$ cat config.mk
export PLATFORM = sky130hd
export DESIGN_NAME = adc_step_seq
export DESIGN_NICKNAME = d
export VERILOG_FILES = /design/src/rtl/adc_step_seq.sv
export SDC_FILE = /design/constraint.sdc
export NUM_CORES = 1
export LEC_CHECK = 0
export ABC_AREA = 1
export ABC_CLOCK_PERIOD_IN_PS = 12100
export CAP_MARGIN = 20
export CELL_PAD_IN_SITES_DETAIL_PLACEMENT = 0
export CELL_PAD_IN_SITES_GLOBAL_PLACEMENT = 1
export CORE_AREA = 10 10 268 270
export CTS_CLUSTER_SIZE = 25
export DETAILED_ROUTE_END_ITERATION = 12
export DIE_AREA = 0 0 278 280
export MAX_ROUTING_LAYER = met4
export PLACE_DENSITY_LB_ADDON = 0.1
export SYNTH_ARGS = -nofsm -noshare
export SYNTH_HDL_FRONTEND = slang
export SYNTH_SLANG_ARGS = --single-unit
$ cat constraint.sdc
create_clock -name clk -period 12.1 [get_ports clk]
set_input_delay 1.815 -clock clk [delete_from_list [all_inputs] [get_ports clk]]
set_output_delay 1.815 -clock clk [all_outputs]
set_load 0.01 [all_outputs]
$ cat src/rtl/adc_step_seq.sv
`timescale 1ns/1ps
module adc_step_seq #(
  parameter int NSTEP  = 16,
  parameter int IDX_W  = $clog2(NSTEP),
  parameter int AIN_W  = 3,
  parameter int OPEN_W = 18,
  parameter int SAMP_W = 8,
  parameter int AVG_W  = 5,
  parameter int CHG_W  = 16,
  parameter int TSN_W  = 3,
  parameter int RES_W  = 12
) (
  input  logic              clk,
  input  logic              rst_n,
  input  logic              cfg_we,
  input  logic [IDX_W-1:0]  cfg_idx,
  input  logic [AIN_W-1:0]  cfg_ain,
  input  logic [OPEN_W-1:0] cfg_open,
  input  logic [SAMP_W-1:0] cfg_samp,
  input  logic [AVG_W-1:0]  cfg_avg,
  input  logic [NSTEP-1:0]  step_en,
  input  logic              start,
  input  logic              cont,
  input  logic              ts_en,
  input  logic [TSN_W-1:0]  ts_reads,
  input  logic [CHG_W-1:0]  ts_charge,
  input  logic              pen_down,
  output logic [AIN_W-1:0]  adc_ain,
  output logic              adc_soc,
  input  logic              adc_done,
  input  logic [RES_W-1:0]  adc_data,
  output logic              out_valid,
  input  logic              out_ready,
  output logic [IDX_W-1:0]  out_step,
  output logic [RES_W-1:0]  out_data,
  output logic              pen_up
);
  localparam int CNT_A = (OPEN_W > CHG_W) ? OPEN_W : CHG_W;
  localparam int CNT_W = (CNT_A > SAMP_W) ? CNT_A : SAMP_W;
  localparam int SHF_MAX = 4;
  localparam int ACC_W = RES_W + SHF_MAX;
  localparam int REP_W = SHF_MAX + 1;

  typedef enum logic [2:0] {S_IDLE, S_CHG, S_OPEN, S_SAMP, S_WAIT, S_OUT} st_t;

  logic [AIN_W-1:0]  t_ain  [NSTEP];
  logic [OPEN_W-1:0] t_open [NSTEP];
  logic [SAMP_W-1:0] t_samp [NSTEP];
  logic [2:0]        t_shf  [NSTEP];

  st_t              st, st_n;
  logic [IDX_W-1:0] cur, cur_n;
  logic [CNT_W-1:0] cnt, cnt_n;
  logic [REP_W-1:0] rep, rep_n;
  logic [ACC_W-1:0] acc, acc_n;
  logic             pu_n;
  logic [IDX_W:0]   tgt;
  logic             rs, end_r;
  logic [2:0]       wr_shf;
  logic [IDX_W:0]   ts_res;
  logic [CNT_W-1:0] samp_ld;
  logic [REP_W-1:0] rep_last;

  function automatic logic [IDX_W:0] pick(input logic [NSTEP-1:0] m, input logic [IDX_W:0] lo);
    pick = '0;
    for (int i = NSTEP - 1; i >= 0; i--)
      if (m[i] && i >= int'(lo)) pick = {1'b1, IDX_W'(i)};
  endfunction

  assign wr_shf   = cfg_avg[AVG_W-1] ? 3'd4 : cfg_avg[3] ? 3'd3 : cfg_avg[2] ? 3'd2 :
                    cfg_avg[1] ? 3'd1 : 3'd0;
  assign ts_res   = (IDX_W+1)'({ts_reads, 1'b0}) + (IDX_W+1)'(2);
  assign samp_ld  = (t_samp[cur] == '0) ? '0 : CNT_W'(t_samp[cur] - 1'b1);
  assign rep_last = REP_W'((REP_W'(1) << t_shf[cur]) - REP_W'(1));

  assign adc_ain   = t_ain[cur];
  assign adc_soc   = (st == S_SAMP);
  assign out_valid = (st == S_OUT);
  assign out_step  = cur;
  assign out_data  = RES_W'(acc >> t_shf[cur]);

  always_comb begin
    st_n  = st;
    cur_n = cur;
    cnt_n = cnt;
    rep_n = rep;
    acc_n = acc;
    pu_n  = 1'b0;
    tgt   = '0;
    rs    = 1'b0;
    end_r = 1'b0;
    case (st)
      S_IDLE: rs = start;
      S_CHG:
        if (cnt == '0) begin
          pu_n = !pen_down;
          tgt  = pick(step_en, pen_down ? '0 : ts_res);
          end_r = !tgt[IDX_W];
        end else cnt_n = cnt - 1'b1;
      S_OPEN:
        if (cnt == '0) begin
          st_n  = S_SAMP;
          cnt_n = samp_ld;
        end else cnt_n = cnt - 1'b1;
      S_SAMP:
        if (cnt == '0) st_n = S_WAIT;
        else cnt_n = cnt - 1'b1;
      S_WAIT:
        if (adc_done) begin
          acc_n = acc + ACC_W'(adc_data);
          if (rep == rep_last) st_n = S_OUT;
          else begin
            rep_n = rep + 1'b1;
            st_n  = S_SAMP;
            cnt_n = samp_ld;
          end
        end
      S_OUT:
        if (out_ready) begin
          tgt   = pick(step_en, {1'b0, cur} + 1'b1);
          end_r = !tgt[IDX_W];
        end
      default: st_n = S_IDLE;
    endcase
    if (end_r) begin
      if (cont) rs = 1'b1;
      else st_n = S_IDLE;
    end
    if (rs) begin
      if (ts_en) begin
        st_n  = S_CHG;
        cnt_n = CNT_W'(ts_charge);
      end else begin
        tgt = pick(step_en, '0);
        if (!tgt[IDX_W]) st_n = S_IDLE;
      end
    end
    if (tgt[IDX_W]) begin
      st_n  = S_OPEN;
      cur_n = tgt[IDX_W-1:0];
      cnt_n = CNT_W'(t_open[tgt[IDX_W-1:0]]);
      rep_n = '0;
      acc_n = '0;
    end
  end

  always_ff @(posedge clk or negedge rst_n) begin
    if (!rst_n) begin
      st     <= S_IDLE;
      cur    <= '0;
      cnt    <= '0;
      rep    <= '0;
      acc    <= '0;
      pen_up <= 1'b0;
      for (int i = 0; i < NSTEP; i++) begin
        t_ain[i]  <= '0;
        t_open[i] <= '0;
        t_samp[i] <= '0;
        t_shf[i]  <= '0;
      end
    end else begin
      st     <= st_n;
      cur    <= cur_n;
      cnt    <= cnt_n;
      rep    <= rep_n;
      acc    <= acc_n;
      pen_up <= pu_n;
      if (cfg_we) begin
        t_ain[cfg_idx]  <= cfg_ain;
        t_open[cfg_idx] <= cfg_open;
        t_samp[cfg_idx] <= cfg_samp;
        t_shf[cfg_idx]  <= wr_shf;
      end
    end
  end
endmodule

# Word level (Yosys, flattened, before mapping)
# Cells that the tools add are included.
[word_totals]
regBits = 559
output_inout_bits = 22
wordCells = 291
[classes]
addsub = 7
magnitude_cmp = 36
eq_ne = 7
n_shift = 2
muxes = 121
n_bitwise = 3
n_reduce_logical = 45
[ops]
columns = ["cell", "count"]
rows = [
  ["two-way mux 5 bit", 63],
  ["bitwise mux 288 bit", 1],
  ["two-way mux 18 bit", 11],
  ["bitwise mux 128 bit", 1],
  ["bitwise mux 48 bit", 2],
  ["greater-or-equal comparator 4 x 5 -> 1 bit, first input constant", 16],
  ["binary-select mux 18 bit (select 4 bit)", 1],
  ["demux 18 bit (select 4 bit)", 1],
  ["one-hot mux 18 bit (3 select lines)", 1],
  ["two-way mux 16 bit", 3],
  ["two-way mux 3 bit", 16],
  ["greater-or-equal comparator 3 x 5 -> 1 bit, first input constant", 8],
  ["logical AND 1 bit", 33],
  ["binary-select mux 8 bit (select 4 bit)", 1],
  ["demux 8 bit (select 4 bit)", 1],
  ["binary-select mux 3 bit (select 4 bit)", 2],
  ["two-way mux 8 bit", 3],
  ["greater-or-equal comparator 1 x 5 -> 1 bit, first input constant", 4],
  ["greater-or-equal comparator 2 x 5 -> 1 bit, first input constant", 4],
  ["zero test 18 bit", 1],
  ["subtractor 18 x 1 -> 18 bit, second input constant", 1],
  ["adder 16 x 12 -> 16 bit", 1],
  [">> shifter 16 x 3 -> 12 bit", 1],
  ["greater-or-equal comparator 5 bit, second input constant", 3],
  ["other kinds (27)", 42],
]

# Longest topological paths before layout
[depth]
word_depth = 34
ltp_mapped = 35
ltp_nobuf = 30

# Worst setup path before layout
# OpenSTA, ideal clock, no wires.
[synth_timing]
kind = "reg2reg"
startpoint = "reg cur[0], in the netlist out_step[0]"
endpoint = "reg cnt[10]"
t_arrival_ps = 4308
t_required_ps = 11971
slack_ps = 7664
path_stages_with_launch = 26
n_path_buf = 7
synth_period_minus_slack_ps = 4436
path_cell_list = "dfrtp_1 inv_1 clkbuf_1 buf_1 clkbuf_1 buf_2 buf_1 ha_1 inv_1 a21oi_1 o21ai_0 nand2_1 nor2_2 nand4_1 nand3_1 nand2_2 nor2_4 a21oi_2 nand2_2 nand2_4 buf_2 buf_2 o211ai_1 nand3_1 nand3_1 nand3_1"
[synth_between]
elab_chain_len = 31
word_cells_on_any_way = 83
cone_classes = "3 x add/sub; 16 x order compare; 1 x eq/ne; 1 x shift; 42 x mux; 2 x bitwise; 18 x reduce/logical"
[synth_rtl]
columns = ["item", "line_no", "source"]
rows = [
  ["start: declaration", "52", "logic [IDX_W-1:0] cur, cur_n;"],
  ["start signal: assignment", "163", "cur <= cur_n;"],
  ["adder 4 x 1 -> 5 bit", "120", "tgt = pick(step_en, {1'b0, cur} + 1'b1);"],
  ["greater-or-equal comparator 4 x 5 -> 1 bit", "67", "if (m[i] && i >= int'(lo)) pick = {1'b1, IDX_W'(i)};"],
  ["logical AND 1 bit", "67", ""],
  ["two-way mux 5 bit (16 in series)", "67", ""],
  ["two-way mux 5 bit", "119", "if (out_ready) begin"],
  ["two-way mux 5 bit", "92", "case (st)"],
  ["zero test 1 bit", "121", "end_r = !tgt[IDX_W];"],
  ["two-way mux 1 bit", "119", ""],
  ["one-hot mux 1 bit (2 select lines)", "92", ""],
  ["two-way mux 1 bit", "125", "if (end_r) begin"],
  ["two-way mux 5 bit", "129", "if (rs) begin"],
  ["inverter 4 -> 5 bit (not written as such)", "141", "cnt_n = CNT_W'(t_open[tgt[IDX_W-1:0]]);"],
  ["binary-select mux 18 bit (select 4 bit)", "141", ""],
  ["two-way mux 18 bit (not written as such) (2 in series)", "141", ""],
  ["two-way mux 18 bit *", "138", "if (tgt[IDX_W]) begin"],
  ["via cnt_n[10]", "53", "logic [CNT_W-1:0] cnt, cnt_n;"],
  ["end signal: assignment", "164", "cnt <= cnt_n;"],
  ["end: declaration", "53", ""],
]
# Mark *: on every way through the listed nets, which the timed path passes. The rest lies on a longest branch. The select of a mux whose other input is x is not followed.
# A chain may end at the register's enable or synchronous reset.

# Final worst setup path
[layout_timing]
startpoint = "reg cur[0], in the netlist out_step[0]"
endpoint = "out out_data[2]"
[layout_between]
elab_chain_len = 5
[layout_rtl]
columns = ["item", "line_no", "source"]
rows = [
  ["inverter 4 -> 5 bit (not written as such)", "80", "assign out_data = RES_W'(acc >> t_shf[cur]);"],
  ["binary-select mux 3 bit (select 4 bit)", "80", ""],
  ["two-way mux 3 bit (not written as such) (2 in series)", "80", ""],
  [">> shifter 16 x 3 -> 12 bit", "80", ""],
  ["end: declaration", "35", "output logic [RES_W-1:0] out_data,"],
]
# No other way between the ends. The select of a mux whose other input is x is not followed.

==> reports/results.tsv <==
stage	metric	value	unit
run_status	outcome	completed	
synth	synthesized instance count	3652	
synth	cell area after synthesis	28300	um^2
timing	Fin Setup TNS	0	ns
drt	number of violations reported at the end of detailed-routing iteration 0	2545	
clock_tree	clock sink count	559	
layout	final cell count without fillers	4556	
global_routing	number of global-route vias before repair	23871	
layout	number of fill cells in the layout	6599	
clock_tree	post-CTS setup buffers	0	
clock_tree	Clock Pin Slew Worst Setup and Hold Paths	0.06	ns
clock_tree	CTS Buffer Depth	3	
drt	average detailed-routed wire length per instance	20.2	um
synth	synth top area cells	dfrtp_1 50%, nand2_1 13%, o21ai_0 12%, inv_1 4.5%, nand3_1 4.1%	
timing	Finish-stage setup viols	0	
clock_tree	number of hold-repair buffers added at the cts stage	0	
synth	count of flip-flops with a built-in enable after synthesis	0	
timing	post-route clock skew	0.0274	ns
timing	final number of max-transition violations	0	
drt	total wire length	91900	um
clock_tree	root cell of the clock tree	clkbuf_16	
power	leakage power	15.2	nW
synth	share of the synthesized area in the top cell type	49.5	%
clock_tree	latest clock arrival within the worst-skew pair	0.62	ns
global_routing	total overflow reported by the global router	0	
place	placer congestion estimate	0.884	
clock_tree	H-tree levels	3	
global_routing	Total GRT Usage	23.9	%
synth	count of synthesis-stage warnings from yosys	0	
worst_setup_path	endpoint arrival time on the critical path	5.61	ns
layout	ratio of cells with drive above 1 in the final layout	5.13	%
worst_setup_path	kind of launch point of the worst setup path	flop	
place	placed cell count	4445	
flow_run	number of max-cap violations	0	
synth	flip-flop and latch count after synthesis	559	
synth	post-synth cell types	52	
clock_tree	number of clock buffers inserted by TritonCTS	67	
clock_tree	Post-CTS Resized	0	
drt	routed vias/inst	5.49	
floorplan	core region area	66600	um^2
synth	synthesized area per cell	7.74	um^2
synth	sequential-to-total area share from yosys stat	49.5	%
drt	Antenna Violating Nets Remaining	0	
timing	crit share post-route	61.4	%
timing	worst slew pin tran	1.08	ns
timing	Achievable Freq	135	MHz
power	pwr/cell area	214	nW/um^2
place	detailed placement HPWL	54100	um
place	Buffers on Ports	114	
floorplan	die area	77800	um^2
synth	library cell with the highest instance count after synthesis	nand2_1	
drt	number of optimization iterations in the first detailed-route pass	6	
drt	total via count after detailed routing	25030	
global_routing	wire length of the first global-routing pass	142000	um
timing	Period minus WS final	7.43	ns
global_routing	largest net degree at the start of global routing	155	
floorplan	Initial Utilization	42.4	%
worst_hold_path	Hold Crit Class	reg2reg	
drt	post-detailed-route DRC marker count	0	
clock_tree	CTS tree	built	
timing	unrepaired setup endpoints after global routing	false	
synth	total nets after synthesis	3768	
floorplan	Ports	116	
power	power after layout	6.85	mW
layout	Layout Nets	3757	
power	IR drop worst, VDD	0.122	mV
global_routing	number of antenna violations at the first check in global routing	0	
worst_setup_path	required time reported for the critical path endpoint	10.28	ns
layout	area growth from synthesis to layout	13.6	%
synth	Yosys top cell by area	dfrtp_1	
worst_setup_path	crit end category	output pin	
synth	most used flip-flop cell after synthesis	dfrtp_1	
floorplan	die outline width	278	um
synth	most numerous cell types in the synthesized netlist	1004 x nand2_1, 674 x o21ai_0, 559 x dfrtp_1	
worst_setup_path	minimum setup slack among reg-to-reg paths	5.37	ns
layout	number of diodes	0	
worst_setup_path	critical path start-end classification	reg2out	
floorplan	die extent in y	280	um
synth	async set-or-reset flop fraction in the synthesized netlist	100	%
timing	total count of hold-check failures in the final report	0	
floorplan	row cnt	95	
worst_setup_path	highest net fanout along the worst path	62	
timing	Max-Slew Margin vs Limit	27.8	%
layout make-up:
cell class | instances | area, um^2 | area share [%]
clock buffer | 95 | 1910 | 5.96
inverter | 355 | 1340 | 4.16
tap | 873 | 1090 | 3.40
sequential | 559 | 14000 | 43.6
multi-input combinational | 2507 | 12100 | 37.7
clock inverter | 16 | 226 | 0.706
timing repair buffer | 151 | 1450 | 4.51
worst paths after layout:
| path | to | from | depth (start not counted) |
|---|---|---|---|
| min in group asynchronous | t_samp[34] | rst_n | 1 |
| worst max-delay path | out_data[2] | out_step[0] | 12 |
| max in group asynchronous | t_open[134] | rst_n | 3 |
| worst min-delay path | t_samp[112] | t_samp[112] | 2 |
| worst max register to register | cnt[8] | out_step[0] | 22 |
| worst min register to register | t_samp[112] | t_samp[112] | 2 |
stage by stage:
stage	hold WS [ns]	instance area, um^2	util, %	setup slack [ns]
2_1_floorplan	0.444	28300	-	7.66
3_3_place_gp	0.459	30000	45.0	5.40
3_5_place_dp	0.466	30000	45.0	5.32
4_1_cts	0.480	32100	48.2	4.69
5_1_grt	0.499	32100	48.2	4.31
6_report	0.475	32100	48.2	4.67
sequential cells by signal, summed over array words and instances, names as in the netlist:
register  flops
rep           5
t_open      288
cnt          18
t_shf        48
t_samp      128
st            3
acc          16
out_step      4
t_ain        48
pen_up        1
power breakdown:
part,leakage [nW],internal [mW],switching [mW]
Clock,1.04,1.15,0.812
Sequential,7.07,2.27,0.255
Combinational,7.14,0.827,1.54
Total,15.2,4.25,2.61
metal layers:
metal  vias up  GRT usage (%)  routed length (um)
met5         -              -                   0
met4         0           6.49                1910
met3       111           3.44                6040
met2       766           36.0               40900
met1     12157           33.2               43000
li1      11996              -                   -
worst max-delay path, stage by stage, from the launching register on:
cell and delay [ns]:
dfrtp_4 0.87, clkinv_2 0.95, buf_4 0.66, o21ai_0 0.23
o22ai_1 0.09, o21ai_0 0.20, nand2_1 0.44, inv_2 0.34
nand2_1 0.17, inv_1 0.19, nand2_1 0.07, o311ai_0 0.11
clkdlybuf4s50_1 0.61
cell families (layout without fill, tap and decap cells):
group | count (synthesis) | in the layout | share of synthesized area [%]
and+or+nand+nor | 1478 | 1478 | 21.4
AOI/OAI and AO/OA | 977 | 977 | 19.2
buffers and inverters | 586 | 617 | 8.01
DFF | 559 | 559 | 49.5
xor gates and xnor gates | 27 | 27 | 0.837
adders and majority gates | 22 | 22 | 1.00
muxes | 3 | 3 | 0.106
cells in the final DEF (no fill, tap or decap), types with 3 or more instances in the layout:
master and n:
o2111ai_1 3, o21ai_0 674, or2_2 5, nand2_2 11
nand3_1 230, nand3_2 3, o211ai_1 118, a21oi_1 91
inv_1 334, clkinv_1 3, xor2_1 20, clkdlybuf4s50_1 113
nor3_1 20, o22ai_1 27, o21bai_1 8, nor2_1 166
dfrtp_1 558, a211oi_1 8, nand4_1 21, ha_1 21
mux2i_1 3, nand2_1 998, nor2_4 5, a221oi_1 13
buf_4 35, nand3b_1 5, o311ai_0 4, o221ai_1 12
nor2_2 4, clkbuf_1 16, inv_2 15, o21ai_1 4
clkbuf_8 11, clkinv_2 8, clkbuf_16 68, xnor2_1 7
clkinv_8 3
Note: power is estimated with default switching activity, not from simulation.
